**src/rtl/agu_pkg.sv**
```systemverilog
package agu_pkg;

  typedef enum logic [2:0] {
    AGU_OFF_ADD  = 3'b000,
    AGU_OFF_SUB  = 3'b001,
    AGU_PRE_INC  = 3'b010,
    AGU_PRE_DEC  = 3'b011,
    AGU_POST_INC = 3'b100,
    AGU_POST_DEC = 3'b101,
    AGU_RSV_6    = 3'b110,
    AGU_RSV_7    = 3'b111
  } agu_mode_e;

  typedef enum logic [1:0] {
    AGU_SZ_BYTE = 2'b00,
    AGU_SZ_HALF = 2'b01,
    AGU_SZ_WORD = 2'b10,
    AGU_SZ_DBL  = 2'b11
  } agu_size_e;

endpackage

```
**src/rtl/agu_disp_scale.sv**
```systemverilog
module agu_disp_scale #(
  parameter int DISP_W = 15,
  parameter int SIZE_W = 2,
  parameter int OFF_W  = DISP_W + (1 << SIZE_W) - 1
) (
  input  logic [DISP_W-1:0] disp_i,
  input  logic              disp_bytes_i,
  input  logic [SIZE_W-1:0] size_i,
  output logic [OFF_W-1:0]  off_o
);

  logic [OFF_W-1:0] disp_ext;

  assign disp_ext = {{(OFF_W-DISP_W){1'b0}}, disp_i};

  always_comb begin
    if (disp_bytes_i) off_o = disp_ext;
    else              off_o = disp_ext << size_i;
  end

endmodule

```
**src/rtl/agu_addr_calc.sv**
```systemverilog
module agu_addr_calc
  import agu_pkg::*;
#(
  parameter int ADDR_W = 32,
  parameter int OFF_W  = 18
) (
  input  logic [ADDR_W-1:0] base_i,
  input  logic [OFF_W-1:0]  off_i,
  input  logic [2:0]        mode_i,
  output logic [ADDR_W-1:0] ea_raw_o,
  output logic [ADDR_W-1:0] ptr_nxt_o,
  output logic              wb_o
);

  logic [ADDR_W-1:0] off_ext;
  logic [ADDR_W-1:0] sum;
  logic [ADDR_W-1:0] dif;
  agu_mode_e         mode;

  assign off_ext = {{(ADDR_W-OFF_W){1'b0}}, off_i};
  assign sum     = base_i + off_ext;
  assign dif     = base_i - off_ext;
  assign mode    = agu_mode_e'(mode_i);

  always_comb begin
    ea_raw_o  = sum;
    ptr_nxt_o = base_i;
    wb_o      = 1'b0;
    unique case (mode)
      AGU_OFF_SUB:  ea_raw_o = dif;
      AGU_PRE_INC:  begin ea_raw_o = sum;    ptr_nxt_o = sum; wb_o = 1'b1; end
      AGU_PRE_DEC:  begin ea_raw_o = dif;    ptr_nxt_o = dif; wb_o = 1'b1; end
      AGU_POST_INC: begin ea_raw_o = base_i; ptr_nxt_o = sum; wb_o = 1'b1; end
      AGU_POST_DEC: begin ea_raw_o = base_i; ptr_nxt_o = dif; wb_o = 1'b1; end
      // offset add and reserved codes
      default:      ea_raw_o = sum;
    endcase
  end

endmodule

```
**src/rtl/agu_align_chk.sv**
```systemverilog
module agu_align_chk #(
  parameter int ADDR_W    = 32,
  parameter int SIZE_W    = 2,
  parameter int UNALN_MIN = 2, // smallest size code that may be unaligned
  localparam int LOW_W    = (1 << SIZE_W) - 1
) (
  input  logic [ADDR_W-1:0] ea_i,
  input  logic [SIZE_W-1:0] size_i,
  input  logic              unaligned_ok_i,
  output logic [ADDR_W-1:0] ea_o,
  output logic              mis_o
);

  logic [LOW_W-1:0] low_mask;
  logic             tolerate;
  logic             off_bound;

  // bit b must be zero when the access is wider than 2^b bytes
  for (genvar b = 0; b < LOW_W; b++) begin : g_mask
    assign low_mask[b] = (32'(size_i) > b);
  end

  assign tolerate  = unaligned_ok_i && (32'(size_i) >= UNALN_MIN);
  assign off_bound = |(ea_i[LOW_W-1:0] & low_mask);
  assign mis_o     = off_bound && !tolerate;

  always_comb begin
    ea_o = ea_i;
    if (mis_o) ea_o[LOW_W-1:0] = ea_i[LOW_W-1:0] & ~low_mask;
  end

endmodule

```
**src/rtl/agu_top.sv**
```systemverilog
module agu_top #(
  parameter int ADDR_W    = 32,
  parameter int DISP_W    = 15,
  parameter int SIZE_W    = 2,
  parameter int UNALN_MIN = 2,
  localparam int OFF_W    = DISP_W + (1 << SIZE_W) - 1
) (
  input  logic              clk_i,
  input  logic              rst_ni,
  input  logic              req_i,
  input  logic [ADDR_W-1:0] base_i,
  input  logic [DISP_W-1:0] disp_i,
  input  logic [2:0]        mode_i,
  input  logic              disp_bytes_i,
  input  logic [SIZE_W-1:0] size_i,
  input  logic              unaligned_ok_i,
  output logic [ADDR_W-1:0] addr_o,
  output logic [ADDR_W-1:0] ptr_o,
  output logic              wb_en_o,
  output logic              misalign_o
);

  logic [OFF_W-1:0]  off;
  logic [ADDR_W-1:0] ea_raw;
  logic [ADDR_W-1:0] ea_fix;
  logic [ADDR_W-1:0] ptr_nxt;
  logic              wb;
  logic              mis;

  agu_disp_scale #(
    .DISP_W(DISP_W), .SIZE_W(SIZE_W), .OFF_W(OFF_W)
  ) u_scale (
    .disp_i(disp_i), .disp_bytes_i(disp_bytes_i), .size_i(size_i), .off_o(off)
  );

  agu_addr_calc #(
    .ADDR_W(ADDR_W), .OFF_W(OFF_W)
  ) u_calc (
    .base_i(base_i), .off_i(off), .mode_i(mode_i),
    .ea_raw_o(ea_raw), .ptr_nxt_o(ptr_nxt), .wb_o(wb)
  );

  agu_align_chk #(
    .ADDR_W(ADDR_W), .SIZE_W(SIZE_W), .UNALN_MIN(UNALN_MIN)
  ) u_align (
    .ea_i(ea_raw), .size_i(size_i), .unaligned_ok_i(unaligned_ok_i),
    .ea_o(ea_fix), .mis_o(mis)
  );

  always_ff @(posedge clk_i or negedge rst_ni) begin
    if (!rst_ni) begin
      addr_o     <= '0;
      ptr_o      <= '0;
      wb_en_o    <= 1'b0;
      misalign_o <= 1'b0;
    end else begin
      addr_o     <= ea_fix;
      ptr_o      <= ptr_nxt;
      wb_en_o    <= req_i && wb;
      misalign_o <= req_i && mis;
    end
  end

endmodule

```
**config.mk**
```make
export PLATFORM = sky130hd
export DESIGN_NAME = agu_top
export DESIGN_NICKNAME = d
export VERILOG_FILES = /design/src/rtl/agu_pkg.sv /design/src/rtl/agu_disp_scale.sv /design/src/rtl/agu_addr_calc.sv /design/src/rtl/agu_align_chk.sv /design/src/rtl/agu_top.sv
export SDC_FILE = /design/constraint.sdc
export NUM_CORES = 1
export LEC_CHECK = 0
export ABC_AREA = 1
export BUFFER_PORTS_ARGS = -buffer_cell sky130_fd_sc_hd__buf_4
export CORE_ASPECT_RATIO = 0.8
export CORE_UTILIZATION = 47
export CTS_BUF_LIST = sky130_fd_sc_hd__clkbuf_16
export DETAILED_ROUTE_END_ITERATION = 8
export GPL_TIMING_DRIVEN = 0
export PLACE_DENSITY = 0.69
export SETUP_SLACK_MARGIN = 0.5
export SLEW_MARGIN = 0
export SYNTH_ARGS = -nofsm -noshare
export SYNTH_HDL_FRONTEND = slang
export SYNTH_SLANG_ARGS = --single-unit
export TNS_END_PERCENT = 20
```
**constraint.sdc**
```tcl
create_clock -name clk_i -period 1.4 [get_ports clk_i]
set_clock_uncertainty 0.1 [all_clocks]
set_input_delay 0.28 -clock clk_i [delete_from_list [all_inputs] [get_ports clk_i]]
set_output_delay 0.28 -clock clk_i [all_outputs]
set_load 0.02 [all_outputs]
```
==> flow_summary.yaml <==
floorplanning:
  coreArea_sq_mm: 0.0145
  initial_core_util_pct: 48.9
  die_y_microns: 112
  fp.dieArea_sq_mm: 0.0156
  pin_count: 123
  fp-row-count: 39
  die_w_microns: 139
cts:
  clk_pin_slew_ps: 60
  cts_buffer_depth: 2
  cts_tree: "built"
  htreeDepth: 3
  numCtsBuffers: 9
  clock-sinks: 66
  cts-root-buf: "clkbuf_16"
timing:
  final.setup.tns_ps: -61850
  rsz0062_at_grt: "yes"
  finalHoldWorstSlack_ps: -60.8
  finalCritPeriodShare_pct: 184
  fin_crit_ps: 2570
  tightest_slew_ps: 893
  maxSlewHeadroom_pct: 40.4
  hold_viol_final: 66
  slew_violations: 0
  fmax_mhz: 389
  fin_ws_ps: -1170
  setup_viol: 64
critical_path:
  critPathRequiredTime_ps: 1580
  path_cells: "buf_6 > inv_6 > nor2_4 > inv_4 > buf_6 > nor2_1 > nor3_2 > ha_1 > buf_6 > nor2_4 > nand2_1 > nand2_1 > inv_1 > nand2_4 > nand2_1 > nand2_2 > xor2_4 > nand2_1 > nand3_2"
  cpPeakStageDelay_ps: 330
  path_class: "input port to register"
  crit_top_cell: "nand2_1"
  crit_path_start_kind: "input port"
  endpoint_kind: "register"
  crit_slowest_cell: "ha_1"
  worstPathMaxFanout: 8
  setup.worst_path.start: "size_i[1]"
  arrival_ps: 2750
place:
  dpl.hpwl_microns: 20400
  numPortBuffers: 111
  routabilityCongestion: 0.974
grt:
  grt_usage_pct: 38.0
  antenna_found_initial: 0
  grt_pass1_wl_microns: 44700
  grt-ovfl-total: 0
  first_global_vias: 8077
  grt_max_degree: 67
flow_run:
  cap_violations: 0
synthesis:
  synth_area_leader_cell: "dfrtp_1"
  yosys-top-cells-count: "nand2_1 (411), nand3_1 (175), inv_1 (172)"
  synth_top_cell_area_share_pct: 23.3
  netlist_area_sq_mm: 0.00709
  ys_seq_elements: 66
  ys_warn_count: 0
  synth.area.top_cells: "dfrtp_1 (23%), nand2_1 (22%), nand3_1 (12%), inv_1 (9.1%), ha_1 (7.2%)"
  synthXorXnorAreaFrac_pct: 3.21
  synth_fp_nets: 1266
  synth-adder-area-share_pct: 7.80
  synth_compound_area_share_pct: 5.05
  muxShareOfSynthArea_pct: 1.69
  async_flop_share_pct: 100
  synth.avg_cell_area_sq_um: 6.08
  ys_seq_area_share_pct: 23.3
  synth_edf_count: 0
  yosysMostFrequentCell: "nand2_1"
  synthSimpleGateAreaFrac_pct: 44.9
  syn_inst: 1166
  dominantRegCellSynth: "dfrtp_1"
  synth_top_family_by_area: "simple AND/OR/NAND/NOR gates"
  synth_cell_types: 42
drt:
  routedWlPerCell_microns: 19.9
  dr.first_iter.drc_count: 1036
  ant_nets: 0
  drc_errors: 0
  vias: 8948
  vias_per_cell: 5.84
  routed_wl_microns: 30500
  drt-pass1-iter-count: 7
final_layout:
  drive_gt1_share_pct: 40.0
  syn_to_final_growth_pct: 54.9
  nFillCells: 1073
  final_util_pct: 75.8
  nets: 1442
  register_area_sq_mm: 0.00165
  multiInputGateArea_sq_mm: 0.00599
  antenna_cells: 0
power_and_ir_drop:
  ir_drop_mv: 0.705
  power.density_mw_per_mm2: 939
  p_leak_uw: 0.00550
outcome:
  violations: "negative hold slack, negative setup slack"
  status: "finished with violations"
hold_path:
  hold_class: "input port to asynchronous set/reset pin"
==> metrics by stage <==
step	setup WS [ps]	total power, uW	std cells	cell area [sq um]	hold slack, ps
final	-1170	10300	1531	11000	-60.8
after global routing	-1240	10700	1531	11000	26.7
after CTS	-947	9820	1522	10600	-28.1
after detailed placement	-1790	6100	1461	8380	345
after global placement	-1770	6070	1461	8380	336
after floorplan	-1020	4730	1166	7320	-116
==> metal layers <==
layer  vias up  track usage, %  wire [microns]
li1       4018               -               -
met5         -               0               0
met1      4179            53.0           12400
met4         0            12.9            1150
met3       115            10.4            4140
met2       636            56.5           12800
==> critical path: cells and delay by family <==
kind                     cells  cell delay, ps
buffers and inverters        6             720
XOR/XNOR                     1             220
AND/OR/NAND/NOR             11            1180
adder cells (fa/ha/maj)      1             330
==> cells by family (layout without fill, tap and decap cells) <==
group | count (synthesis) | after routing
AND/OR/NAND/NOR | 734 | 734
buffers and inverters | 226 | 407
flip-flops | 66 | 66
AO/OA/AOI/OAI | 59 | 59
adder cells (fa/ha/maj) | 43 | 43
XOR/XNOR | 26 | 26
multiplexers | 12 | 12
==> path summary, 6_finish.rpt <==
check | to | slack [ps] | depth (start not counted)
max in group asynchronous | ptr_o[19] | 680 | 1
min | addr_o[12] | -60 | 1
max | ptr_o[16] | -1170 | 19
min in group clk_i | addr_o[2] | 70 | 2
==> area by class of cell <==
cell class	count	share of cell area, %
multi-input combinational	874	54.5
sequential	66	15.0
timing repair buffer	165	14.8
inverter	181	6.44
buffer	45	4.28
tap	184	2.10
clock buffer	9	2.05
clock inverter	7	0.854
==> state kept, by name, indices dropped and copies added, names as in the netlist <==
signal,flops
addr_o,32
ptr_o,32
misalign_o,1
wb_en_o,1
==> layout by cell type (no fill, tap or decap), types with 12 or more instances in the layout <==
cell     count
nor2_4      24
a21oi_2     19
nand2_4     18
ha_1        26
ha_4        12
nor2_2      18
buf_4       87
nand3_2     32
inv_2       31
dfrtp_1     66
nand2_2     77
nor2_1      50
buf_6       90
nand3_1    139
nand2_1    324
inv_1      142
==> repair_timing <==
action / 4_1_cts / 5_1_grt
gates cloned: 4 / 0
endpoints found under the hold margin: 54 / 0
setup endpoints to repair: 132 / 132
pin swaps: 97 / 45
buffers inserted: 41 / 9
resized for setup: 351 / 84
==> report_power, final <==
part	total [uW]	switching, uW	internal [uW]
registers	2350	144	2210
clock network	2530	973	1560
logic	5430	3240	2200
No activity file was read; power rests on OpenSTA's default activity.
